<file path="config.mk">
export PLATFORM = sky130hd
export DESIGN_NAME = line_err_counters
export DESIGN_NICKNAME = d
export VERILOG_FILES = /design/src/rtl/lec_pkg.sv /design/src/rtl/lec_counter.sv /design/src/rtl/lec_irq.sv /design/src/rtl/line_err_counters.sv
export SDC_FILE = /design/constraint.sdc
export NUM_CORES = 1
export LEC_CHECK = 0
export BUFFER_PORTS_ARGS = -buffer_cell sky130_fd_sc_hd__buf_4
export CORE_MARGIN = 4
export CORE_UTILIZATION = 50
export CTS_CLUSTER_SIZE = 40
export DETAILED_ROUTE_END_ITERATION = 12
export PLACE_DENSITY = 0.68
export SYNTH_ARGS = -nofsm -noshare
export SYNTH_HDL_FRONTEND = slang
export SYNTH_HIERARCHICAL = 1
export SYNTH_SLANG_ARGS = --single-unit
</file>
<file path="constraint.sdc">
create_clock -name clk -period 4.42 [get_ports clk]
set_clock_uncertainty 0.15 [all_clocks]
set_input_delay 0.663 -clock clk [delete_from_list [all_inputs] [get_ports clk]]
set_output_delay 0.663 -clock clk [all_outputs]
set_load 0.02 [all_outputs]
</file>
<file path="src/rtl/lec_pkg.sv">
package lec_pkg;
    parameter int DW       = 8;
    parameter int NUM_CNT  = 4;
    parameter int CNT_MAXW = 16;
    // index order: 0 alignment, 1 E-bit, 2 CRC-4, 3 violation
    parameter int CNT_W [NUM_CNT] = '{8, 10, 10, 16};
    parameter logic [4:0] A_MSK_SINGLE = 5'h00;
    parameter logic [4:0] A_MSK_WRAP   = 5'h01;
    parameter logic [4:0] A_ST_SINGLE  = 5'h02;
    parameter logic [4:0] A_ST_WRAP    = 5'h03;
endpackage

</file>
<file path="src/rtl/lec_counter.sv">
module lec_counter #(
    parameter int W     = 16,
    parameter int OUT_W = 16
) (
    input  logic             clk,
    input  logic             rst_n,
    input  logic             err_stb,
    input  logic             wr_lo,
    input  logic             wr_hi,
    input  logic [7:0]       wr_data,
    output logic [OUT_W-1:0] count,
    output logic             ev_single,
    output logic             ev_wrap
);
    localparam logic [W-1:0] CMAX = '1;

    logic [W-1:0] cnt_q;
    logic [W-1:0] load_val;
    logic         load;
    logic         do_inc;

    generate
        if (W > 8) begin : g_wide
            typedef enum logic {ST_IDLE, ST_STAGED} stage_e;
            stage_e     st_q, st_d;
            logic [7:0] stage_q, stage_d;

            always_ff @(posedge clk) begin
                if (!rst_n) begin
                    st_q    <= ST_IDLE;
                    stage_q <= '0;
                end else begin
                    st_q    <= st_d;
                    stage_q <= stage_d;
                end
            end

            always_comb begin
                st_d    = st_q;
                stage_d = stage_q;
                load    = 1'b0;
                unique case (st_q)
                    ST_IDLE: begin
                        if (wr_lo) begin
                            stage_d = wr_data;
                            st_d    = ST_STAGED;
                        end
                    end
                    ST_STAGED: begin
                        if (wr_lo) begin
                            stage_d = wr_data;
                        end else if (wr_hi) begin
                            load = 1'b1;
                            st_d = ST_IDLE;
                        end
                    end
                    default: st_d = ST_IDLE;
                endcase
            end

            assign load_val = W'({wr_data, stage_q});

            AST_HI_IGNORED: assert property (@(posedge clk) disable iff (!rst_n)
                (st_q == ST_IDLE && wr_hi && !err_stb) |=> $stable(cnt_q));
            AST_STAGE_HOLDS: assert property (@(posedge clk) disable iff (!rst_n)
                (st_q == ST_STAGED && !wr_hi && !err_stb) |=> $stable(cnt_q));
        end else begin : g_narrow
            assign load     = wr_lo | wr_hi;
            assign load_val = W'(wr_data);
        end
    endgenerate

    assign do_inc    = err_stb & ~load;
    assign ev_single = do_inc;
    assign ev_wrap   = do_inc & (cnt_q == CMAX);
    assign count     = OUT_W'(cnt_q);

    always_ff @(posedge clk) begin
        if (!rst_n)      cnt_q <= '0;
        else if (load)   cnt_q <= load_val;
        else if (do_inc) cnt_q <= cnt_q + 1'b1;
    end

    AST_EVENT_STEPS: assert property (@(posedge clk) disable iff (!rst_n)
        ev_single |=> (cnt_q == $past(cnt_q) + 1'b1));
    AST_WRAP_TO_ZERO: assert property (@(posedge clk) disable iff (!rst_n)
        ev_wrap |=> (cnt_q == '0));
    AST_COMMIT_WINS: assert property (@(posedge clk) disable iff (!rst_n)
        (load && err_stb) |=> (cnt_q == $past(load_val)));
endmodule

</file>
<file path="src/rtl/lec_irq.sv">
module lec_irq #(
    parameter int N = 4
) (
    input  logic         clk,
    input  logic         rst_n,
    input  logic [N-1:0] ev_single,
    input  logic [N-1:0] ev_wrap,
    input  logic         msk_wr_single,
    input  logic         msk_wr_wrap,
    input  logic [N-1:0] msk_data,
    input  logic         clr_single,
    input  logic         clr_wrap,
    output logic [N-1:0] msk_single,
    output logic [N-1:0] msk_wrap,
    output logic [N-1:0] st_single,
    output logic [N-1:0] st_wrap,
    output logic         irq
);
    always_ff @(posedge clk) begin
        if (!rst_n) begin
            msk_single <= '0;
            msk_wrap   <= '0;
            st_single  <= '0;
            st_wrap    <= '0;
        end else begin
            if (msk_wr_single) msk_single <= msk_data;
            if (msk_wr_wrap)   msk_wrap   <= msk_data;
            st_single <= (clr_single ? '0 : st_single) | ev_single;
            st_wrap   <= (clr_wrap   ? '0 : st_wrap)   | ev_wrap;
        end
    end

    assign irq = (|(st_single & msk_single)) | (|(st_wrap & msk_wrap));

    AST_SINGLE_STICKY: assert property (@(posedge clk) disable iff (!rst_n)
        !clr_single |=> ((st_single & $past(st_single)) == $past(st_single)));
    AST_WRAP_STICKY: assert property (@(posedge clk) disable iff (!rst_n)
        !clr_wrap |=> ((st_wrap & $past(st_wrap)) == $past(st_wrap)));
    AST_CLEAR_ON_READ: assert property (@(posedge clk) disable iff (!rst_n)
        (clr_single && ev_single == '0) |=> (st_single == '0));
endmodule

</file>
<file path="src/rtl/line_err_counters.sv">
module line_err_counters #(
    parameter logic [3:0] PAGE_CNT = 4'h4,
    parameter logic [3:0] PAGE_IRQ = 4'h1
) (
    input  logic       clk,
    input  logic       rst_n,
    input  logic       err_fas,
    input  logic       err_ebit,
    input  logic       err_crc,
    input  logic       err_bpv,
    input  logic [3:0] bus_page,
    input  logic [4:0] bus_addr,
    input  logic       bus_wr,
    input  logic       bus_rd,
    input  logic [7:0] bus_wdata,
    output logic [7:0] bus_rdata,
    output logic [3:0] stat_single,
    output logic [3:0] stat_wrap,
    output logic       irq
);
    import lec_pkg::*;

    logic [NUM_CNT-1:0]  err_vec, ev_single, ev_wrap;
    logic [CNT_MAXW-1:0] cnt_bus [NUM_CNT];
    logic [NUM_CNT-1:0]  msk_single, msk_wrap;
    logic                pg_cnt, pg_irq;
    logic                msk_wr_single, msk_wr_wrap, clr_single, clr_wrap;
    logic [DW-1:0]       rd_mux;

    assign err_vec = {err_bpv, err_crc, err_ebit, err_fas};
    assign pg_cnt  = (bus_page == PAGE_CNT);
    assign pg_irq  = (bus_page == PAGE_IRQ);

    generate
        for (genvar k = 0; k < NUM_CNT; k++) begin : g_cnt
            localparam int LO_A = (k == 0) ? 0 : 2 * k - 1;
            localparam int HI_A = 2 * k;
            logic wr_lo, wr_hi;
            assign wr_lo = bus_wr & pg_cnt & (bus_addr == 5'(LO_A));
            assign wr_hi = (k > 0) & bus_wr & pg_cnt & (bus_addr == 5'(HI_A));
            lec_counter #(.W(CNT_W[k]), .OUT_W(CNT_MAXW)) u_cnt (
                .clk      (clk),
                .rst_n    (rst_n),
                .err_stb  (err_vec[k]),
                .wr_lo    (wr_lo),
                .wr_hi    (wr_hi),
                .wr_data  (bus_wdata),
                .count    (cnt_bus[k]),
                .ev_single(ev_single[k]),
                .ev_wrap  (ev_wrap[k])
            );
        end
    endgenerate

    assign msk_wr_single = bus_wr & pg_irq & (bus_addr == A_MSK_SINGLE);
    assign msk_wr_wrap   = bus_wr & pg_irq & (bus_addr == A_MSK_WRAP);
    assign clr_single    = bus_rd & pg_irq & (bus_addr == A_ST_SINGLE);
    assign clr_wrap      = bus_rd & pg_irq & (bus_addr == A_ST_WRAP);

    lec_irq #(.N(NUM_CNT)) u_irq (
        .clk          (clk),
        .rst_n        (rst_n),
        .ev_single    (ev_single),
        .ev_wrap      (ev_wrap),
        .msk_wr_single(msk_wr_single),
        .msk_wr_wrap  (msk_wr_wrap),
        .msk_data     (bus_wdata[NUM_CNT-1:0]),
        .clr_single   (clr_single),
        .clr_wrap     (clr_wrap),
        .msk_single   (msk_single),
        .msk_wrap     (msk_wrap),
        .st_single    (stat_single),
        .st_wrap      (stat_wrap),
        .irq          (irq)
    );

    always_comb begin
        rd_mux = '0;
        if (pg_cnt) begin
            for (int k = 0; k < NUM_CNT; k++) begin
                if (bus_addr == 5'((k == 0) ? 0 : 2 * k - 1)) rd_mux = cnt_bus[k][7:0];
                if (k > 0 && bus_addr == 5'(2 * k))            rd_mux = cnt_bus[k][15:8];
            end
        end else if (pg_irq) begin
            unique case (bus_addr)
                A_MSK_SINGLE: rd_mux = DW'(msk_single);
                A_MSK_WRAP:   rd_mux = DW'(msk_wrap);
                A_ST_SINGLE:  rd_mux = DW'(stat_single);
                A_ST_WRAP:    rd_mux = DW'(stat_wrap);
                default:      rd_mux = '0;
            endcase
        end
    end

    always_ff @(posedge clk) begin
        if (!rst_n)      bus_rdata <= '0;
        else if (bus_rd) bus_rdata <= rd_mux;
    end

    AST_RDATA_HOLDS: assert property (@(posedge clk) disable iff (!rst_n)
        !bus_rd |=> $stable(bus_rdata));
    AST_IRQ_CAUSE: assert property (@(posedge clk) disable iff (!rst_n)
        $rose(irq) |-> $past((|ev_single) || (|ev_wrap) || msk_wr_single || msk_wr_wrap));
endmodule

</file>
* After elaboration in Yosys (flattened, before gate mapping) *
Cells that the tools add are included.

cells by class
  equal/unequal tests = 12
  bitwise logic cells = 34
  multiplexer cells = 44
  add/subtract/negate cells = 4
  reductions and logical operators = 7

operator list
  operator                                       count
  2-to-1 mux 8 bit                               13
  2-to-1 mux 10 bit                              4
  2-to-1 mux 16 bit                              2
  bitwise AND 1 bit                              22
  adder 10 x 1 -> 10 bit, second input constant  2
  == test 10 bit, second input constant          2
  2-to-1 mux 1 bit                               18
  adder 16 x 1 -> 16 bit, second input constant  1
  == test 16 bit, second input constant          1
  one-hot mux 4 bit (4 select lines)             1
  == test 5 x 3 -> 1 bit, second input constant  3
  2-to-1 mux 4 bit                               3
  == test 5 x 2 -> 1 bit, second input constant  2
  adder 8 x 1 -> 8 bit, second input constant    1
  bitwise AND 4 bit                              2
  == test 8 bit, second input constant           1
  OR 4 bit                                       2
  nonzero test 2 bit                             4
  OR reduction 4 bit                             2
  NOT 1 bit                                      7
  one-hot mux 1 bit (2 select lines)             3
  == test 5 x 1 -> 1 bit, second input constant  1
  zero test 5 bit                                1
  == test 4 x 1 -> 1 bit, second input constant  1
  other kinds (2)                                2

word-level totals
  input port bits = 25
  logic and storage cells = 116
  register bits after elaboration = 95

* Depth between registers and ports, before layout *
  word-level depth = 10
  gate-level depth with buffers = 10
  gate-level depth less buffers = 7

* Hierarchy *
The synthesis kept the hierarchy.

by module, submodules not included
  module                             cells an instance  times used  area each (µm²)
  lec_counter at g_cnt[1].u_cnt ...  100                2           909.6
  lec_counter at g_cnt[3].u_cnt      131                1           1196.1
  line_err_counters                  151                1           1146.1
  lec_irq                            56                 1           623.1
  lec_counter at g_cnt[0].u_cnt      62                 1           511.7

* Worst setup path before layout *
Ideal clock, no wire load.

  path kind = input-to-reg
  from = input bus_addr[2]
  to = register u_irq.st_single[1]
  path buffers = 3
  slack = 1811 ps
  arrival = 2401 ps
  library setup time = 58 ps
  data required time = 4212 ps
  stages = 9
  path through = buf_2 -> nor3_1 -> nand3_1 -> nor2_1 -> buf_2 -> nand3b_1 -> buf_1 -> and2_1 -> o21a_1

on the way
  elaborated cells between the ends (all ways) = 12
  those cells by class = eq/ne: 2; mux: 4; bitwise: 6

RTL lines
  what                    line                     RTL
  start: declaration      line_err_counters.sv:12  input logic [4:0] bus_addr,
  == test 5 x 1 -> 1 bit  line_err_counters.sv:39  assign wr_lo = bus_wr & pg_cnt & (bus_addr == 5'(LO_A));
  bitwise AND 1 bit       line_err_counters.sv:39
  via g_cnt[1].wr_lo      line_err_counters.sv:38  logic wr_lo, wr_hi;
  2-to-1 mux 1 bit        lec_counter.sv:50        if (wr_lo) begin
  2-to-1 mux 1 bit        lec_counter.sv:42        unique case (st_q)
  NOT 1 bit               lec_counter.sv:73        assign do_inc = err_stb & ~load;
  bitwise AND 1 bit       lec_counter.sv:73
  via ev_single[1]        line_err_counters.sv:23  logic [NUM_CNT-1:0] err_vec, ev_single, ev_wrap;
  OR 4 bit                lec_irq.sv:28            st_single <= (clr_single ? '0 : st_single) | ev_single;
  end signal: assignment  lec_irq.sv:28
  end: declaration        lec_irq.sv:15            output logic [N-1:0] st_single,

The timed path passes the listed nets, and every way through them passes these cells.
A chain may end at the register's enable or synchronous reset.

* Final worst setup path *
  from = input bus_addr[2]
  to = register u_irq.st_wrap[2]

on the way
  elaborated cells between the ends (all ways) = 13
  those cells by class = eq/ne: 2; mux: 4; bitwise: 7

RTL lines
  what                    line                     RTL
  == test 5 x 2 -> 1 bit  line_err_counters.sv:39
  bitwise AND 1 bit       line_err_counters.sv:39
  via g_cnt[2].wr_lo      line_err_counters.sv:38
  2-to-1 mux 1 bit        lec_counter.sv:50
  2-to-1 mux 1 bit        lec_counter.sv:42
  NOT 1 bit               lec_counter.sv:73
  bitwise AND 1 bit       lec_counter.sv:73
  bitwise AND 1 bit       lec_counter.sv:75        assign ev_wrap = do_inc & (cnt_q == CMAX);
  via ev_wrap[2]          line_err_counters.sv:23
  OR 4 bit                lec_irq.sv:29            st_wrap <= (clr_wrap ? '0 : st_wrap) | ev_wrap;
  end signal: assignment  lec_irq.sv:29
  end: declaration        lec_irq.sv:16            output logic [N-1:0] st_wrap,

The timed path passes the listed nets, and every way through them passes these cells.

==> out/qor.csv <==
metric,value,unit
status,completed,
p_per_area,294,nW/µm²
critPathMaxStageDelay,590,ps
grt_pass1_wl,22.3,mm
maxSlewViolCount,0,
start_util,50.9,%
syn_inst,591,
relSlewSlack,39.1,%
ant_nets,0,
yosysWarnings,6,
post_cts_resized,0,
critical_path_class,primary input to flip-flop,
fp.dieH,110,µm
dr.pass1.iters,5,
setup_tns,0,ps
grt_pass1_vias,4275,
syn_avg_cell_area,8.85,µm²
setup_viol,0,
drc,0,
leakagePower,2.04,nW
hold_violations,0,
tightest_slew,901,ps
io_pins,42,
holdCritPathClass,flip-flop to flip-flop,
die-area,12200,µm²
die_x,110,µm
cts.htree.levels,3,
ir_worst_vdd,239,µV
dpl.hpwl,9.98,mm
arrival,3090,ps
crit_fanout,22,
slowest_stage,nand3b_1,
cp-end-kind,flip-flop,
area_delta_synth_final,9.54,%
core_area,10300,µm²
cts-root-buf,clkbuf_8,
cp-start-kind,primary input,
io_buffers,41,
crit_chain,buf_4 > nor3_1 > nand3_1 > nor2_1 > buf_4 > nand3b_1 > nor4b_1 > and2_1 > o21a_1,
clock_path_buffers,2,
antenna_found_initial,0,
overflow,0,
drv_cap,0,
wl_per_cell,18.6,µm
hold_slack,309,ps
layout.nets,645,
cts_tree,built,
numClockSinks,95,
fmax,0.345,GHz
clock_latency,380,ps
layout_setup_ws,1520,ps
preCtsSetupSlack,1200,ps
track_usage,24.1,%
path_clk_slew,90,ps
drtIter0Drc,258,
postCtsSetupRepairBufs,0,
cts_hold_buf,0,
min_period_over_period,65.7,%
vias,4571,
drive_gt1_share,12.6,%
numCtsBuffers,9,
antenna_cells,0,
fp-row-count,37,
synth_area,5230,µm²
grt_max_degree,67,
viasPerCell,6.04,
cp_data_required_time,4600,ps
routed_wirelength,14.0,mm
gp_congestion,0.860,
path_common_cell,buf_4,
min_period,2900,ps
rsz0062_at_grt,false,
-- final cells by class --
cell class	instances	area [µm²]
fillers	1013	4550
multi-input cells	449	3050
flip-flops and latches	95	1900
repair buffers	46	345
well taps	136	170
clock buffers	10	138
clock inverters	6	67.6
inverters	15	56.3
-- where the power goes --
group / total (W) / switching, W / internal [W]
Sequential: 0.000897 / 0.0000252 / 0.000871
Clock: 0.000617 / 0.000338 / 0.000279
Combinational: 0.000171 / 0.000103 / 0.0000687
-- metal layers --
layer / vias to the layer above / track usage (%) / wire (µm)
met5: - / 0 / 0
met4: 0 / 9.76 / 360
met3: 29 / 5.24 / 754
met2: 130 / 37.7 / 6530
met1: 2216 / 32.3 / 6390
li1: 2196 / - / -
-- state kept, by name (all words and copies together), names as in the netlist --
signal and count:
g_cnt.u_cnt/g_wide.st_q 3, g_cnt.u_cnt/cnt_q 28, bus_rdata 8, u_irq/msk_single 4, g_cnt.u_cnt/count 16, u_irq/msk_wrap 4, u_irq/st_wrap 4, g_cnt.u_cnt/g_wide.stage_q 24
u_irq/st_single 4
-- stage by stage --
step           total power (W)  utilization, %  instance area [µm²]  std cells
2_1_floorplan          0.00102               -                 5270        602
6_report               0.00168            55.8                 5730        757
4_1_cts                0.00169            55.8                 5730        757
5_1_grt                0.00175            55.8                 5730        757
3_3_place_gp           0.00108            53.8                 5530        741
3_5_place_dp           0.00108            53.8                 5530        741
-- layout by cell type (no fill, tap or decap), drive strengths merged, types with 4 or more instances in the layout --
master,n
o21ai,39
conb,14
nor2,58
a221oi,5
o21a,10
o211a,7
a221o,7
o31ai,10
xnor2,13
nor2b,29
nor3,10
nand2,24
or4,8
mux2i,42
buf,46
xor2,13
a21oi,24
a311oi,5
dfxtp,95
nand4,17
o211ai,6
a31oi,9
nand3,22
inv,16
and2,7
a211oi,9
clkbuf,10
nand2b,7
or3,7
nor4b,5
a22oi,4
a32o,4
ha,4
-- critical path, delay by kind of cell --
family	cells	cell delay, ps
buf+inv	2	410
simple gates	6	1890
compound gates	1	110
-- worst paths after layout --
check,startpoint,slack [ps],depth (start not counted),endpoint
worst min-delay path,bus_rdata[6]$_SDFFE_PN0P_,310,2,bus_rdata[6]$_SDFFE_PN0P_
worst min register to register,bus_rdata[6]$_SDFFE_PN0P_,310,2,bus_rdata[6]$_SDFFE_PN0P_
worst max-delay path,bus_addr[2],1520,9,u_irq/st_wrap[2]$_SDFF_PN0_
worst max register to register,g_cnt[3].u_cnt/count[0]$_SDFFE_PN0P_,2210,5,g_cnt[3].u_cnt/count[14]$_SDFFE_PN0P_
(Power assumes the default switching activity.)
